File: src/rtl/sync_rx_pkg.sv
package sync_rx_pkg;
  // register addresses
  localparam int unsigned ADR_CTRL = 0;
  localparam int unsigned ADR_TXB  = 1;
  localparam int unsigned ADR_RXB  = 2;
  localparam int unsigned ADR_STAT = 3;
  // control bit positions
  localparam int unsigned CB_EN  = 0;
  localparam int unsigned CB_MSB = 1;
  localparam int unsigned CB_SER = 2;
  // status bit positions
  localparam int unsigned SB_DONE = 0;
  localparam int unsigned SB_OVR  = 1;
  localparam int unsigned SB_TXE  = 5;
  localparam int unsigned SB_IRQ  = 6;
endpackage

File: src/rtl/sync_rx_sync.sv
module sync_rx_sync #(
  parameter int unsigned STAGES = 2
) (
  input  logic clk,
  input  logic rst_n,
  input  logic d,
  output logic q
);
  logic [STAGES-1:0] chain;

  generate
    for (genvar i = 0; i < STAGES; i++) begin : g_stage
      always_ff @(posedge clk or negedge rst_n) begin
        if (!rst_n) chain[i] <= 1'b0;
        else if (i == 0) chain[i] <= d;
        else chain[i] <= chain[(i == 0) ? 0 : i-1];
      end
    end
  endgenerate

  assign q = chain[STAGES-1];
endmodule

File: src/rtl/sync_rx_shift.sv
module sync_rx_shift #(
  parameter int unsigned DATA_W = 8
) (
  input  logic              clk,
  input  logic              rst_n,
  input  logic              clr,
  input  logic              bit_stb,
  input  logic              bit_val,
  input  logic              msb_first,
  output logic              idle,
  output logic              done_stb,
  output logic [DATA_W-1:0] byte_o
);
  localparam int unsigned CW = $clog2(DATA_W);

  logic [CW-1:0]     cnt;
  logic [DATA_W-1:0] sh;
  logic [DATA_W-1:0] nxt;
  logic              last;

  always_comb begin
    if (msb_first) nxt = {sh[DATA_W-2:0], bit_val};
    else           nxt = {bit_val, sh[DATA_W-1:1]};
  end

  assign last     = (cnt == CW'(DATA_W-1));
  assign idle     = (cnt == '0);
  assign done_stb = bit_stb & last;
  assign byte_o   = nxt;

  always_ff @(posedge clk or negedge rst_n) begin
    if (!rst_n) begin
      cnt <= '0;
      sh  <= '0;
    end else if (clr) begin
      cnt <= '0;
    end else if (bit_stb) begin
      cnt <= last ? '0 : cnt + 1'b1;
      sh  <= nxt;
    end
  end
endmodule

File: src/rtl/sync_rx_port.sv
module sync_rx_port
  import sync_rx_pkg::*;
#(
  parameter int unsigned DATA_W      = 8,  // at least 8: status uses bits up to 6
  parameter int unsigned ADDR_W      = 2,
  parameter int unsigned SYNC_STAGES = 2
) (
  input  logic              clk,
  input  logic              rst_n,
  input  logic              wr_en,
  input  logic              rd_en,
  input  logic [ADDR_W-1:0] addr,
  input  logic [DATA_W-1:0] wdata,
  output logic [DATA_W-1:0] rdata,
  input  logic              sclk_i,
  input  logic              sdata_i,
  output logic              rts_n_o,
  output logic              irq_o
);
  logic              en, msb_first, serial;
  logic              tx_empty, rx_done, overrun;
  logic [DATA_W-1:0] rx_buf;
  logic              sclk_s, sclk_q, sdata_s, rise;
  logic              accept, idle, complete;
  logic [DATA_W-1:0] byte_w;
  logic              wr_ctrl, wr_txb, wr_stat, rd_rxb;

  assign wr_ctrl = wr_en && (addr == ADDR_W'(ADR_CTRL));
  assign wr_txb  = wr_en && (addr == ADDR_W'(ADR_TXB));
  assign wr_stat = wr_en && (addr == ADDR_W'(ADR_STAT));
  assign rd_rxb  = rd_en && (addr == ADDR_W'(ADR_RXB));

  // pin synchronisers and rising-edge detection
  sync_rx_sync #(.STAGES(SYNC_STAGES)) u_sclk_sync (
    .clk(clk), .rst_n(rst_n), .d(sclk_i), .q(sclk_s));
  sync_rx_sync #(.STAGES(SYNC_STAGES)) u_sdat_sync (
    .clk(clk), .rst_n(rst_n), .d(sdata_i), .q(sdata_s));

  always_ff @(posedge clk or negedge rst_n) begin
    if (!rst_n) sclk_q <= 1'b0;
    else        sclk_q <= sclk_s;
  end
  assign rise = sclk_s & ~sclk_q;

  // a byte may only begin while the request line is asserted
  assign accept = rise & en & serial & (~idle | ~rts_n_o);

  sync_rx_shift #(.DATA_W(DATA_W)) u_shift (
    .clk(clk), .rst_n(rst_n), .clr(~en), .bit_stb(accept), .bit_val(sdata_s),
    .msb_first(msb_first), .idle(idle), .done_stb(complete), .byte_o(byte_w));

  // control register
  always_ff @(posedge clk or negedge rst_n) begin
    if (!rst_n) begin
      en <= 1'b0; msb_first <= 1'b0; serial <= 1'b0;
    end else if (wr_ctrl) begin
      en        <= wdata[CB_EN];
      msb_first <= wdata[CB_MSB];
      serial    <= wdata[CB_SER];
    end
  end

  // flags, buffer and request line
  always_ff @(posedge clk or negedge rst_n) begin
    if (!rst_n) begin
      tx_empty <= 1'b1;
      rx_done  <= 1'b0;
      overrun  <= 1'b0;
      irq_o    <= 1'b0;
      rts_n_o  <= 1'b1;
      rx_buf   <= '0;
    end else begin
      if (wr_txb)        tx_empty <= 1'b0;
      else if (complete) tx_empty <= 1'b1;

      if (!en)           rx_done <= 1'b0;
      else if (complete) rx_done <= 1'b1;
      else if (rd_rxb)   rx_done <= 1'b0;

      if (!en || !serial)           overrun <= 1'b0;
      else if (complete && rx_done) overrun <= 1'b1;

      if (complete && !rx_done)          irq_o <= 1'b1;
      else if (wr_stat && wdata[SB_IRQ]) irq_o <= 1'b0;

      if (!en)                   rts_n_o <= 1'b1;
      else if (accept && idle)   rts_n_o <= 1'b1;
      else if (!tx_empty && idle) rts_n_o <= 1'b0;

      if (complete) rx_buf <= byte_w;
    end
  end

  always_comb begin
    rdata = '0;
    case (addr)
      ADDR_W'(ADR_CTRL): begin
        rdata[CB_EN]  = en;
        rdata[CB_MSB] = msb_first;
        rdata[CB_SER] = serial;
      end
      ADDR_W'(ADR_RXB): rdata = rx_buf;
      ADDR_W'(ADR_STAT): begin
        rdata[SB_DONE] = rx_done;
        rdata[SB_OVR]  = overrun;
        rdata[SB_TXE]  = tx_empty;
        rdata[SB_IRQ]  = irq_o;
      end
      default: rdata = '0;
    endcase
  end
endmodule

File: config.mk
export PLATFORM = sky130hd
export DESIGN_NAME = sync_rx_port
export DESIGN_NICKNAME = d
export VERILOG_FILES = /design/src/rtl/sync_rx_pkg.sv /design/src/rtl/sync_rx_sync.sv /design/src/rtl/sync_rx_shift.sv /design/src/rtl/sync_rx_port.sv
export SDC_FILE = /design/constraint.sdc
export NUM_CORES = 1
export LEC_CHECK = 0
export BUFFER_PORTS_ARGS = -buffer_cell sky130_fd_sc_hd__buf_4
export CORE_UTILIZATION = 55
export DETAILED_ROUTE_END_ITERATION = 16
export PLACE_DENSITY = 0.79
export SKIP_LAST_GASP = 1
export SYNTH_ARGS = -nofsm -noshare
export SYNTH_HDL_FRONTEND = slang
export SYNTH_SLANG_ARGS = --single-unit
export TNS_END_PERCENT = 50
File: constraint.sdc
create_clock -name clk -period 3.5 [get_ports clk]
set_input_delay 0.7 -clock clk [delete_from_list [all_inputs] [get_ports clk]]
set_output_delay 0.7 -clock clk [all_outputs]
set_load 0.01 [all_outputs]
==> metrics.txt <==
RSZ-0062 raised after global routing=no; largest area contributor in the netlist=dfrtp_1; CTS root buffer=clkbuf_4; DR vias/cell=5.512; final worst slack=1.280 ns; worst slew pin tran=0.3900 ns; Slew HR=74.00%; Int Power=551.1 uW; via count=926; # port buffers=21; ANT cells=0; Final Skew=0.008211 ns; RR Startpoint=u_shift.cnt[0]; fraction of final layout cells sized beyond drive strength 1=45.65%; syn nets=133; Cell Pwr Density=436.8 nW/um2; Worst VDD drop=0.4031 mV; Fin. Hold Viols=0; min Tclk post-route=2.220 ns; Pre-antenna DRT Iters=4; Layout Nets=156; Mean Syn Cell Area=13.13 um2; Final ANT Viol Nets=0; Die Wd=54.16 um; ranking of synthesized cells by area=dfrtp_1 (50%), mux2_2 (17%), mux2_4 (6.0%); routed len/inst=15.45 um; worst-path fanout max=8; EDFF count, synth=0; Final Non-Filler Cells=168; Synth Register Bits=32; total power=752.6 uW; Residual DRC=0; Die Ht=54.16 um; Final GP Congestion=0.7930; Final TNS setup=0 ns; first-pass GRT wire length=4.209 mm; cts repair resizes=0; Clock power frac=29.5%; fmax=450.4 MHz; Crit. End Element=output pin; Synth Flop Type=dfrtp_1; Syn Inst Count=114; Clock Sinks=32; Post-Place Cell Area=1662 um2; crit share post-route=63.43%; CTS tree=done; Util after Layout=68.30%; fraction of power consumed by sequential logic=56.6%; Hold Buf Count CTS=0; filler cell count=196; CTS Buf Count=5; synth warn=0; gr ovfl total=0; Max Slew Vio Count=0; switching share of total power=26.78%; Worst Setup Start Kind=input pin; largest net degree at the start of global routing=33; GR Util All Layers=21.47%; worst-skew pair later-pin latency=0.33 ns; Setup violations, final=0; Leak=0.8923 nW; status=completed; Reg clk slew, reported paths=0.10 ns; Layout area overhead=15.13%; number of DRC markers in iteration 0=18; R2R Setup Slk=1.85 ns; power share of the combinational group=13.9%; Post-CTS Setup Bufs=0; post-synth cell types=27; initial antenna violation count=0; Seq/Total Area, Yosys=53.68%; cells on worst reg2reg path=5; area of the multi-input gates=640.6 um2; WS Path Type=in -> out; top-count cell post-synth=dfrtp_1; Required @ worst endpoint=2.80 ns; total wire length=2.595 mm; hold crit path type=in -> async; R2R Path End=u_shift.sh[6]; Post-Syn Area=1496 um2; Register Area=803.3 um2; async set-reset flop share out of synthesis=100.0%; Initial Utilization=59.33%; post-placement cell count=160; top post-synthesis cells by count=dfrtp_1 (30), mux2_2 (23), inv_1 (6), mux2_4 (6), nand2_1 (6); Die Area=2933 um2; Worst Path Arrival=1.52 ns; Placement Setup Slack=1.275 ns; H-Tree Depth=2; Switch Pwr=201.5 uW; Core ar.=2522 um2; hold_ws=0.2777 ns; number of I/O pins=26; dpl hpwl=1.809 mm; max cap viols=0; vias in the first global route=932; Rows=18; clock buffer depth=2; design area=1723 um2; Yosys top cell area share=50.17%; CP startpoint=addr[0]
[worst max-delay path by stage]
stage	cells past startpoint	slack (ns)	end
2_1_floorplan	3	1.27	rdata[0]
3_3_place_gp	4	1.30	rdata[1]
3_5_place_dp	4	1.28	rdata[0]
4_1_cts	4	1.27	rdata[0]
5_1_grt	4	1.26	rdata[0]
6_report	4	1.28	rdata[0]
[logic make-up after synthesis]
| group | after synthesis | share of synthesized area [%] |
|---|---|---|
| adder cells (fa/ha/maj) | 3 | 2.509 |
| multiplexers | 34 | 26.67 |
| flip-flops | 32 | 53.68 |
| AND/OR/NAND/NOR | 24 | 9.282 |
| AO/OA/AOI/OAI | 10 | 4.348 |
| buffers and inverters | 11 | 3.512 |
[worst max-delay path: stages]
cell	delay, ns
buf_4	0.14
mux2_2	0.34
a22o_1	0.19
buf_4	0.14
[routing by layer]
metal / GRT usage (%) / up-vias / wire [um]
met5: 0 / - / 0
met4: 13.25 / 0 / 34
met3: 5.932 / 5 / 106
met2: 32.11 / 24 / 1233
met1: 27.32 / 460 / 1221
li1: - / 437 / -
[sequential cells by signal, indices dropped and copies added (netlist names)]
| register | flops |
|---|---|
| rx_buf | 8 |
| u_shift.sh | 8 |
| u_shift.cnt | 3 |
| en | 1 |
| irq_o | 1 |
| msb_first | 1 |
| overrun | 1 |
| rts_n_o | 1 |
| rx_done | 1 |
| sclk_q | 1 |
| serial | 1 |
| tx_empty | 1 |
| u_sclk_sync.chain | 1 |
| u_sclk_sync.q | 1 |
| u_sdat_sync.chain | 1 |
| u_sdat_sync.q | 1 |
[layout by cell type, fill, tap and decap left out]
cell / n
nand2_2: 1
nand3_1: 2
mux2_4: 6
nand3b_1: 1
a31oi_1: 1
mux2i_1: 5
o31ai_1: 1
nor2b_1: 3
clkbuf_4: 5
ha_1: 3
clkinv_2: 2
nor2_1: 4
dfrtp_1: 30
nand2_1: 6
and4b_1: 1
a22o_1: 2
buf_4: 21
dfstp_2: 2
nand3_4: 1
a211o_1: 1
nand2b_1: 1
or2_2: 1
clkbuf_8: 1
inv_1: 6
a21oi_1: 1
mux2_2: 23
and2_1: 3
o21ai_0: 4
[power by group through the flow]
stage	Sequential, mW	Clock [mW]	Combinational [mW]
floorplan	0.422	0	0.0734
global placement	0.431	0	0.102
detailed placement	0.433	0	0.105
CTS	0.426	0.227	0.106
global route	0.431	0.243	0.115
finish	0.426	0.222	0.104
[final cells by class]
class / instances / area share, %
Timing Repair Buffer: 21 / 9.150
Sequential cell: 32 / 46.62
Clock inverter: 2 / 0.5810
Multi-Input combinational cell: 71 / 37.18
Clock buffer: 6 / 2.977
Tap cell: 30 / 2.179
Inverter: 6 / 1.307
Note: power is estimated with default switching activity, not from simulation.
